`config.mk`:
```
export PLATFORM = sky130hd
export DESIGN_NAME = spi_cmd_engine
export DESIGN_NICKNAME = d
export VERILOG_FILES = /design/src/rtl/spi_cmd_pkg.sv /design/src/rtl/spi_cmd_regs.sv /design/src/rtl/spi_cmd_seq.sv /design/src/rtl/spi_cmd_engine.sv
export SDC_FILE = /design/constraint.sdc
export NUM_CORES = 1
export LEC_CHECK = 0
export BUFFER_PORTS_ARGS = -buffer_cell sky130_fd_sc_hd__buf_2
export CORE_MARGIN = 2
export CORE_UTILIZATION = 38
export CTS_BUF_LIST = sky130_fd_sc_hd__clkbuf_4
export DETAILED_ROUTE_END_ITERATION = 7
export PLACE_DENSITY = 0.51
export SLEW_MARGIN = 0
export SYNTH_ARGS = -nofsm -noshare
export SYNTH_HDL_FRONTEND = slang
export SYNTH_SLANG_ARGS = --single-unit
```
`constraint.sdc`:
```
create_clock -name clk -period 3.4 [get_ports clk]
set_input_delay 0.17 -clock clk [delete_from_list [all_inputs] [get_ports clk]]
set_output_delay 0.17 -clock clk [all_outputs]
set_load 0.05 [all_outputs]
```
`src/rtl/spi_cmd_pkg.sv`:
```
package spi_cmd_pkg;
  localparam int REG_AW = 5;

  localparam logic [REG_AW-1:0] OFS_OPC  = 5'h16;
  localparam logic [REG_AW-1:0] OFS_ADR0 = 5'h17;
  localparam logic [REG_AW-1:0] OFS_ADR1 = 5'h18;
  localparam logic [REG_AW-1:0] OFS_ADR2 = 5'h19;
  localparam logic [REG_AW-1:0] OFS_DAT0 = 5'h1A;
  localparam logic [REG_AW-1:0] OFS_CTL  = 5'h1E;
  localparam logic [REG_AW-1:0] OFS_HOLD = 5'h1F;

  // control byte, bit 7 down to bit 0
  typedef struct packed {
    logic       go;
    logic [1:0] sel;
    logic       wr;
    logic       adr_en;
    logic [2:0] cnt;
  } ctl_t;
endpackage

```
`src/rtl/spi_cmd_regs.sv`:
```
module spi_cmd_regs
  import spi_cmd_pkg::*;
#(
  parameter int DATA_BYTES = 4,
  parameter int NUM_CS     = 4,
  localparam int IDX_W     = (DATA_BYTES > 1) ? $clog2(DATA_BYTES) : 1
) (
  input  logic                    clk,
  input  logic                    rst_n,
  input  logic                    reg_wr,
  input  logic [REG_AW-1:0]       reg_addr,
  input  logic [7:0]              reg_wdata,
  output logic [7:0]              reg_rdata,
  input  logic                    done,
  input  logic                    rx_we,
  input  logic [IDX_W-1:0]        rx_idx,
  input  logic [7:0]              rx_byte,
  output logic                    start,
  output ctl_t                    ctl,
  output logic [7:0]              opcode,
  output logic [23:0]             addr,
  output logic [8*DATA_BYTES-1:0] data,
  output logic [NUM_CS-1:0]       hold
);
  ctl_t                    ctl_q, ctl_d;
  logic [7:0]              opc_q, opc_d;
  logic [23:0]             adr_q, adr_d;
  logic [8*DATA_BYTES-1:0] dat_q, dat_d;
  logic [NUM_CS-1:0]       hold_q, hold_d;
  logic                    ctl_wr;

  assign ctl_wr = reg_wr && (reg_addr == OFS_CTL);
  assign start  = ctl_wr && reg_wdata[7] && !ctl_q.go;

  always_comb begin
    ctl_d  = ctl_q;
    opc_d  = opc_q;
    adr_d  = adr_q;
    dat_d  = dat_q;
    hold_d = hold_q;
    if (ctl_wr && !ctl_q.go) ctl_d = ctl_t'(reg_wdata);
    if (done) ctl_d.go = 1'b0;
    if (reg_wr) begin
      if (reg_addr == OFS_OPC)  opc_d         = reg_wdata;
      if (reg_addr == OFS_ADR0) adr_d[7:0]    = reg_wdata;
      if (reg_addr == OFS_ADR1) adr_d[15:8]   = reg_wdata;
      if (reg_addr == OFS_ADR2) adr_d[23:16]  = reg_wdata;
      if (reg_addr == OFS_HOLD) hold_d        = reg_wdata[NUM_CS-1:0];
    end
    for (int j = 0; j < DATA_BYTES; j++) begin
      if (reg_wr && (reg_addr == OFS_DAT0 + REG_AW'(j))) dat_d[8*j +: 8] = reg_wdata;
      if (rx_we && (rx_idx == IDX_W'(j)))                dat_d[8*j +: 8] = rx_byte;
    end
  end

  always_ff @(posedge clk or negedge rst_n) begin
    if (!rst_n) begin
      ctl_q  <= '0;
      opc_q  <= '0;
      adr_q  <= '0;
      dat_q  <= '0;
      hold_q <= '1;
    end else begin
      ctl_q  <= ctl_d;
      opc_q  <= opc_d;
      adr_q  <= adr_d;
      dat_q  <= dat_d;
      hold_q <= hold_d;
    end
  end

  always_comb begin
    reg_rdata = 8'h00;
    if (reg_addr == OFS_OPC)  reg_rdata = opc_q;
    if (reg_addr == OFS_ADR0) reg_rdata = adr_q[7:0];
    if (reg_addr == OFS_ADR1) reg_rdata = adr_q[15:8];
    if (reg_addr == OFS_ADR2) reg_rdata = adr_q[23:16];
    if (reg_addr == OFS_CTL)  reg_rdata = ctl_q;
    if (reg_addr == OFS_HOLD) reg_rdata = 8'(hold_q);
    for (int j = 0; j < DATA_BYTES; j++)
      if (reg_addr == OFS_DAT0 + REG_AW'(j)) reg_rdata = dat_q[8*j +: 8];
  end

  assign ctl    = ctl_q;
  assign opcode = opc_q;
  assign addr   = adr_q;
  assign data   = dat_q;
  assign hold   = hold_q;

  assert_busy_write_ignored_R10: assert property (@(posedge clk) disable iff (!rst_n)
    (ctl_wr && ctl_q.go) |=> (ctl_q[6:0] == $past(ctl_q[6:0])));
  assert_start_sets_busy_R3: assert property (@(posedge clk) disable iff (!rst_n)
    start |=> ctl_q.go);
endmodule

```
`src/rtl/spi_cmd_seq.sv`:
```
module spi_cmd_seq #(
  parameter int DATA_BYTES = 4,
  localparam int IDX_W     = (DATA_BYTES > 1) ? $clog2(DATA_BYTES) : 1,
  localparam int MAX_TOTAL = 4 + DATA_BYTES,
  localparam int BYTE_W    = $clog2(MAX_TOTAL + 1)
) (
  input  logic                    clk,
  input  logic                    rst_n,
  input  logic                    start,
  input  logic                    adr_en,
  input  logic                    wr,
  input  logic [2:0]              cnt,
  input  logic [7:0]              opcode,
  input  logic [23:0]             addr,
  input  logic [8*DATA_BYTES-1:0] data,
  input  logic                    miso,
  output logic                    active,
  output logic                    done,
  output logic                    rx_we,
  output logic [IDX_W-1:0]        rx_idx,
  output logic [7:0]              rx_byte,
  output logic                    sck,
  output logic                    mosi
);
  logic              act_q, act_d;
  logic              ph_q, ph_d;
  logic [2:0]        bit_q, bit_d;
  logic [BYTE_W-1:0] idx_q, idx_d;
  logic [7:0]        rx_q, rx_d;
  logic              en;

  logic [BYTE_W-1:0] hdr, dn, last, didx;
  logic              in_data, drive, byte_end;
  logic [7:0]        cur;

  assign hdr      = adr_en ? BYTE_W'(4) : BYTE_W'(1);
  assign dn       = (cnt > 3'(DATA_BYTES)) ? BYTE_W'(DATA_BYTES) : BYTE_W'(cnt);
  assign last     = hdr + dn - BYTE_W'(1);
  assign in_data  = (idx_q >= hdr);
  assign didx     = idx_q - hdr;
  assign byte_end = act_q && ph_q && (bit_q == 3'd7);

  always_comb begin
    cur = opcode;
    if (idx_q != '0) begin
      if (!in_data) begin
        case (idx_q[1:0])
          2'd1:    cur = addr[23:16];
          2'd2:    cur = addr[15:8];
          default: cur = addr[7:0];
        endcase
      end else begin
        cur = 8'h00;
        for (int j = 0; j < DATA_BYTES; j++)
          if (didx == BYTE_W'(j)) cur = data[8*j +: 8];
      end
    end
  end

  assign drive = act_q && (!in_data || wr);
  assign mosi  = drive && cur[~bit_q];
  assign sck   = ph_q;

  always_comb begin
    act_d = act_q;
    ph_d  = ph_q;
    bit_d = bit_q;
    idx_d = idx_q;
    rx_d  = rx_q;
    if (start) begin
      act_d = 1'b1;
      ph_d  = 1'b0;
      bit_d = 3'd0;
      idx_d = '0;
    end else if (act_q) begin
      if (!ph_q) begin
        ph_d = 1'b1;
        rx_d = {rx_q[6:0], miso};
      end else begin
        ph_d  = 1'b0;
        bit_d = bit_q + 3'd1;
        if (bit_q == 3'd7) begin
          idx_d = idx_q + BYTE_W'(1);
          if (idx_q == last) act_d = 1'b0;
        end
      end
    end
  end

  assign en = start || act_q;

  always_ff @(posedge clk or negedge rst_n) begin
    if (!rst_n) begin
      act_q <= 1'b0;
      ph_q  <= 1'b0;
      bit_q <= 3'd0;
      idx_q <= '0;
      rx_q  <= 8'h00;
    end else if (en) begin
      act_q <= act_d;
      ph_q  <= ph_d;
      bit_q <= bit_d;
      idx_q <= idx_d;
      rx_q  <= rx_d;
    end
  end

  assign active  = act_q;
  assign done    = byte_end && (idx_q == last);
  assign rx_we   = byte_end && in_data && !wr;
  assign rx_idx  = didx[IDX_W-1:0];
  assign rx_byte = rx_q;

  assert_sck_idle_low_R5: assert property (@(posedge clk) disable iff (!rst_n)
    !act_q |-> !sck);
  assert_mosi_quiet_on_read_R6: assert property (@(posedge clk) disable iff (!rst_n)
    (act_q && in_data && !wr) |-> !mosi);
  assert_rx_only_on_read_R6: assert property (@(posedge clk) disable iff (!rst_n)
    rx_we |-> !wr);
  assert_done_ends_frame_R11: assert property (@(posedge clk) disable iff (!rst_n)
    done |=> !act_q);
endmodule

```
`src/rtl/spi_cmd_engine.sv`:
```
module spi_cmd_engine
  import spi_cmd_pkg::*;
#(
  parameter int DATA_BYTES = 4,
  parameter int NUM_CS     = 4,
  localparam int IDX_W     = (DATA_BYTES > 1) ? $clog2(DATA_BYTES) : 1
) (
  input  logic              clk,
  input  logic              rst_n,
  input  logic              reg_wr,
  input  logic [4:0]        reg_addr,
  input  logic [7:0]        reg_wdata,
  output logic [7:0]        reg_rdata,
  output logic              spi_sck,
  output logic              spi_mosi,
  input  logic              spi_miso,
  output logic [NUM_CS-1:0] spi_cs_n
);
  ctl_t                    ctl;
  logic                    start, done, rx_we, seq_act;
  logic [IDX_W-1:0]        rx_idx;
  logic [7:0]              rx_byte, opcode;
  logic [23:0]             addr;
  logic [8*DATA_BYTES-1:0] data;
  logic [NUM_CS-1:0]       hold;

  spi_cmd_regs #(.DATA_BYTES(DATA_BYTES), .NUM_CS(NUM_CS)) u_regs (
    .clk(clk), .rst_n(rst_n), .reg_wr(reg_wr), .reg_addr(reg_addr),
    .reg_wdata(reg_wdata), .reg_rdata(reg_rdata), .done(done), .rx_we(rx_we),
    .rx_idx(rx_idx), .rx_byte(rx_byte), .start(start), .ctl(ctl),
    .opcode(opcode), .addr(addr), .data(data), .hold(hold)
  );

  spi_cmd_seq #(.DATA_BYTES(DATA_BYTES)) u_seq (
    .clk(clk), .rst_n(rst_n), .start(start), .adr_en(ctl.adr_en), .wr(ctl.wr),
    .cnt(ctl.cnt), .opcode(opcode), .addr(addr), .data(data), .miso(spi_miso),
    .active(seq_act), .done(done), .rx_we(rx_we), .rx_idx(rx_idx),
    .rx_byte(rx_byte), .sck(spi_sck), .mosi(spi_mosi)
  );

  for (genvar i = 0; i < NUM_CS; i++) begin : g_cs
    assign spi_cs_n[i] = !((seq_act && (ctl.sel == 2'(i))) || !hold[i]);
  end

  assert_flag_tracks_engine_R3: assert property (@(posedge clk) disable iff (!rst_n)
    seq_act == ctl.go);
  assert_one_select_R8: assert property (@(posedge clk) disable iff (!rst_n)
    (seq_act && (&hold)) |-> $onehot(~spi_cs_n));
  assert_release_when_idle_R8: assert property (@(posedge clk) disable iff (!rst_n)
    (!seq_act && (&hold)) |-> (&spi_cs_n));
  assert_hold_forces_low_R9: assert property (@(posedge clk) disable iff (!rst_n)
    ((~hold) & spi_cs_n) == '0);
endmodule

```
After elaboration in Yosys (flattened, before gate mapping)
Cells that the tools add are included.
{"block": "totals", "latch_bits": 0, "out_inout_bits": 14, "mem_bits_ro": 0, "regBits": 93, "elab_cells": 160, "memories": 0, "ramBits": 0}
{"block": "classes", "addsub": 5, "n_reduce_logical": 61, "muxes": 46, "bitwise": 3, "order_cmp": 3, "multipliers": 0, "shifts": 0, "n_eq_ne": 23, "div_mod_pow": 0}
{"op": "8-bit 2-to-1 mux", "count": 25}
{"op": "5-bit == test, second input constant", "count": 10}
{"op": "1-bit logical AND", "count": 23}
{"op": "4-bit 2-to-1 mux", "count": 4}
{"op": "8-bit case mux with 2 select lines", "count": 1}
{"op": "2-bit nonzero test", "count": 8}
{"op": "3-bit 2-to-1 mux", "count": 5}
{"op": "2-bit AND reduction", "count": 6}
{"op": "1-bit logical NOT", "count": 11}
{"op": "2-bit == test, second input constant", "count": 5}
{"op": "1-bit 2-to-1 mux", "count": 10}
{"op": "4-bit by 2-bit == test with 1-bit output, second input constant", "count": 2}
{"op": "4-bit AND reduction", "count": 2}
{"op": "2-bit by 1-bit == test with 1-bit output, second input constant", "count": 3}
{"op": "1-bit logical OR", "count": 6}
{"op": "4-bit by 1-bit adder with 4-bit output, second input constant", "count": 1}
{"op": "4-bit adder", "count": 1}
{"op": "4-bit by 1-bit == test with 1-bit output, second input constant", "count": 1}
{"op": "4-bit == test", "count": 1}
{"op": "4-bit greater-or-equal comparator", "count": 1}
{"op": "2-bit logical NOT", "count": 2}
{"op": "4-bit logical NOT", "count": 1}
{"op": "3-bit by 4-bit < comparator with 1-bit output, second input constant", "count": 1}
{"op": "4-bit nonzero test", "count": 1}
{"op": "9 further kinds", "count": 10}

Depth between registers and ports, before layout
{"block": "depth", "depth_word": 12, "mapped_depth": 11, "depth_no_buf": 10}

Hierarchy
From an unflattened synthesis, not the netlist that was laid out.
{"block": "unflattened", "cells_unflattened": 592, "area_unflattened_um2": 5926.9}
{"mod": "spi_cmd_regs", "seq_area_each_um2": 1906.8, "instances": 1, "cells_per_inst": 406, "area_each_um2": 4174.0}
{"mod": "spi_cmd_seq", "seq_area_each_um2": 425.4, "instances": 1, "cells_per_inst": 179, "area_each_um2": 1699.1}
{"mod": "spi_cmd_engine", "seq_area_each_um2": 0.0, "instances": 1, "cells_per_inst": 7, "area_each_um2": 53.8}

Worst setup path before layout
Ideal clock, no wire load.
{"block": "synth_timing", "path_type": "reg2out", "start": "reg u_seq.idx_q[0]", "end": "out spi_mosi", "t_required_ps": 3230, "path_buffers": 0, "t_arrival_ps": 2551, "path_stages_with_launch": 9, "setup_slack_ps": 679, "path_cell_list": "dfrtp_1 > inv_1 > ha_1 > and3b_1 > or3_4 > o41ai_1 > nor4_1 > o21ai_1 > nor4bb_4"}
{"block": "synth_between", "elab_chain_cells": 11, "word_cells_on_any_way": 22, "cone_classes": "add/sub (1); order compare (1); eq/ne (5); mux (9); reduce/logical (6)"}
{"element": "from (decl)", "line": "spi_cmd_seq.sv:28", "rtl": "logic [BYTE_W-1:0] idx_q, idx_d;"}
{"element": "from (signal assigned)", "line": "spi_cmd_seq.sv:103", "rtl": "idx_q <= idx_d;"}
{"element": "4-bit subtractor", "line": "spi_cmd_seq.sv:40", "rtl": "assign didx = idx_q - hdr;"}
{"element": "4-bit logical NOT", "line": "spi_cmd_seq.sv:55", "rtl": "if (didx == BYTE_W'(j)) cur = data[8*j +: 8];"}
{"element": "8-bit 2-to-1 mux (4 in series)", "line": "spi_cmd_seq.sv:55"}
{"element": "8-bit 2-to-1 mux", "line": "spi_cmd_seq.sv:46", "rtl": "if (!in_data) begin"}
{"element": "8-bit 2-to-1 mux", "line": "spi_cmd_seq.sv:45", "rtl": "if (idx_q != '0) begin"}
{"element": "1-bit binary-select mux with 3-bit select", "line": "spi_cmd_seq.sv:61", "rtl": "assign mosi = drive && cur[~bit_q];"}
{"element": "1-bit 2-to-1 mux (implied by the code)", "line": "spi_cmd_seq.sv:61"}
{"element": "1-bit logical AND (*)", "line": "spi_cmd_seq.sv:61"}
{"element": "to (decl)", "line": "spi_cmd_engine.sv:15", "rtl": "output logic spi_mosi,"}
Mark *: on every way between the ends. The rest lies on a longest branch, timed or not. The select of a mux whose other input is x is not followed.

Final worst setup path
{"block": "layout_timing", "start": "reg u_seq.idx_q[1]", "end": "out spi_mosi"}
Same word-level chain as after synthesis.

==> run_results.csv <==
group,metric,value,unit
run_status,outcome,"finished clean",
setup_path,crit_top_cell,"o21ai_1",
final_layout,drive_above_1_share,23.7,%
setup_path,critPathKind,"reg2out",
sta,skew,0.0131,ns
floorplan,row_count,44,
run,maxCapViolCount,0,
sta,worst_pin_slew,0.996,ns
setup_path,r2r-end,"u_regs.data[17]",
sta,hold_viol,0,
route,detail_route.iter0.violations,323,
floorplan,die_h,125,µm
logic_synthesis,ys.flop_type,"dfrtp_1",
placement,port_buffers,30,
global_route,met2_usage,34.8,%
global_route,grt_overflow,0,
pwr,leakage,2.67,nW
setup_path,endpoint,"spi_mosi",
pwr,comb_power_share,44.1,%
worst_hold_path,worstHoldPathType,"in2reg",
logic_synthesis,ys_ff_latch,93,
cts,clk_pin_slew,0.14,ns
pwr,p_sw_share,41.5,%
worst_hold_path,min-delay-start,"reg_wdata[2]",
logic_synthesis,synth_top_area_share,40.2,%
logic_synthesis,synthArstFlopShare,100,%
global_route,grtUsageTotal,22.1,%
floorplan,start_util,38.5,%
global_route,antenna_found_initial,0,
sta,slew_headroom,33.6,%
cts,cts_tree,"done",
sta,maxSlewViolCount,0,
setup_path,startpoint_type,"register",
sta,setup_violations,0,
logic_synthesis,yosysTopAreaCell,"dfrtp_1",
logic_synthesis,yosysMostFrequentCell,"dfrtp_1",
setup_path,end_kind,"primary output",
global_route,grt_max_degree,76,
cts,clkLatencyLatePin,0.48,ns
pwr,power_frac_seq,42.2,%
logic_synthesis,synth_area_per_cell,10.1,µm²
pwr,clkPwrFrac,13.7,%
logic_synthesis,synth.top_cells.by_count,"dfrtp_1 (89), nor2_1 (61), mux2_2 (49), a21oi_1 (44), mux2i_1 (38)",
logic_synthesis,synth_warnings,0,
setup_path,crit_fanout,10,
placement,gp_congestion,0.905,
setup_path,cpLargestDelayFamily,"simple AND/OR/NAND/NOR gates",
route,wl,16.8,mm
global_route,top_usage_layer,"met2",
setup_path,cp_slowest_cell,"or3b_2",
sta,max_freq,307,MHz
setup_path,cp-startpoint,"u_seq.idx_q[1]",
final_layout,nFillCells,1418,
setup_path,arrival,3.09,ns
global_route,grtUsageMet3,2.71,%
global_route,grtUsageMet1,30.6,%
sta,tns,0,ns
pwr,p_int,2.73,mW
pwr,finalPower,4.66,mW
final_layout,final_area,6070,µm²
logic_synthesis,syn_area,5540,µm²
placement,placed_cell_area,5840,µm²
setup_path,cpPeakStageDelay,0.58,ns
route,postRouteAntennaNets,0,
cts,cts-root-buf,"clkbuf_4",
logic_synthesis,synthTopCellsByArea,"dfrtp_1 (40%), mux2_2 (10%), mux2i_1 (6.9%), nor2_1 (4.1%), a21oi_1 (4.0%)",
global_route,grt_pass1_wl,26.4,mm
logic_synthesis,synthCells,547,
pwr,vdd_ir_drop_max,293,µV
placement,dp_cells,738,
floorplan,ios,31,
cts,clock-sinks,93,
final_layout,antenna_cells,0,
setup_path,crit_cells,9,
route,vias_per_cell,5.82,
setup_path,ff2ff_setup_slack,0.72,ns
logic_synthesis,ys_types,57,
final_layout,synthToLayoutAreaGrowth,9.65,%
setup_path,reg2regPathDepth,9,
logic_synthesis,synth_seq_area_share,42.1,%
floorplan,dieArea,15600,µm²
placement,dpl.hpwl,12.4,mm
cts,cts_buffer_depth,2,
pwr,p_per_area,768,nW/µm²
final_layout,fin_cells,759,
floorplan,die_x,125,µm
global_route,grt_pass1_vias,4445,
logic_synthesis,synth_edf_count,0,
setup_path,critical_path_buf_inv_count,2,
final_layout,fin_nets,600,
route,vias,4417,
route,first_pass_iters,4,
logic_synthesis,synthesis.nets,577,
pwr,switching_power,1.94,mW
sta,period_needed,3.26,ns
setup_path,crit_required,3.23,ns
route,drc,0,
cts,numCtsBuffers,9,
floorplan,core,14400,µm²
setup_path,r2r_start,"u_seq.idx_q[0]",
setup_path,worstPathCellList,"inv_1, ha_2, or3b_2, o21ai_1, a211oi_1, nor4_1, o21ai_1, nor4bb_4, buf_6",
sta,min_period_over_period,95.7,%
route,wl_per_cell,22.1,µm
cts,h-tree-depth,3,
## worst register-to-register path, delay by kind of cell, from the launching register on
family / cells / cell delay [ns]
AND/OR/NAND/NOR: 5 / 1.49
flip-flops: 1 / 0.43
adder cells (fa/ha/maj): 2 / 0.43
AO/OA/AOI/OAI: 1 / 0.07
buffers and inverters: 1 / 0.11
## layout make-up
type,instances,area (µm²),area share (%)
clock inverters,2,33.8,0.556
repair buffers,45,277,4.55
flip-flops and latches,93,2330,38.4
multi-input cells,401,3020,49.7
inverters,20,75.1,1.24
well taps,184,230,3.79
clock buffers,14,105,1.73
## metrics by stage
stage          setup slack (ns)  hold WS (ns)  utilization (%)
3_5_place_dp              0.512         0.390             40.7
2_1_floorplan             0.679        -0.126                -
6_report                  0.145        0.0477             42.3
3_3_place_gp              0.523         0.391             40.7
4_1_cts                  0.0400        0.0178             41.8
5_1_grt               -0.000144        0.0626             42.3
## worst min-delay path by stage
stage                      endpoint  cells after the start
global route          u_regs.ctl[3]                      3
global placement    u_regs.addr[21]                      1
floorplan            u_regs.addr[0]                      0
detailed placement  u_regs.addr[21]                      1
CTS                   u_regs.ctl[2]                      3
finish                u_regs.ctl[2]                      3
## state kept, by name, indices dropped and copies added (netlist names), 3 cells and up
name and flops:
u_regs.data 32, u_regs.addr 24, u_regs.ctl 8, u_regs.opcode 8
u_seq.rx_byte 8, u_regs.hold 4, u_seq.idx_q 4, u_seq.bit_q 3
## power by group through the flow
| stage | clock network [mW] | logic (mW) | registers, mW |
|---|---|---|---|
| global placement | 0 | 1.91 | 1.98 |
| detailed placement | 0 | 1.95 | 1.98 |
| CTS | 0.664 | 1.96 | 1.96 |
| finish | 0.639 | 2.06 | 1.97 |
| floorplan | 0 | 1.57 | 1.77 |
| global route | 0.704 | 2.25 | 2.02 |
## metal layers
metal	wire (µm)	part of all wire, %	vias up
li1	-	-	2046
met1	7660	46	2215
met2	7820	47	129
met3	787	4.7	27
met4	501	3.0	0
met5	0	0	-
## cells by family (layout without fill, tap and decap cells)
family,after synthesis,count (layout),share of synthesized area [%]
simple gates,161,161,14.8
compound gates,122,122,14.3
mux,95,95,20.1
flops,93,93,42.1
buf+inv,53,81,4.11
fa+ha+maj,13,13,3.07
xor+xnor,10,10,1.58
## timing repair
item                       CTS  global route
hold endpoints to repair    71             0
hold buffers                 2             0
setup buffers                0             3
setup endpoints to repair    1             1
resized for setup            2             9
pin swaps                    0             2
## layout by cell type (no fill, tap or decap), types with 17 or more instances in the layout
| master | count |
|---|---|
| nand2_1 | 31 |
| mux2_2 | 49 |
| o21ai_0 | 17 |
| inv_1 | 20 |
| nand3_1 | 17 |
| a21oi_1 | 44 |
| a22oi_1 | 18 |
| dfrtp_1 | 88 |
| buf_2 | 28 |
| nor2_1 | 61 |
| mux2i_1 | 37 |
Power figures use the tool's default switching activity.
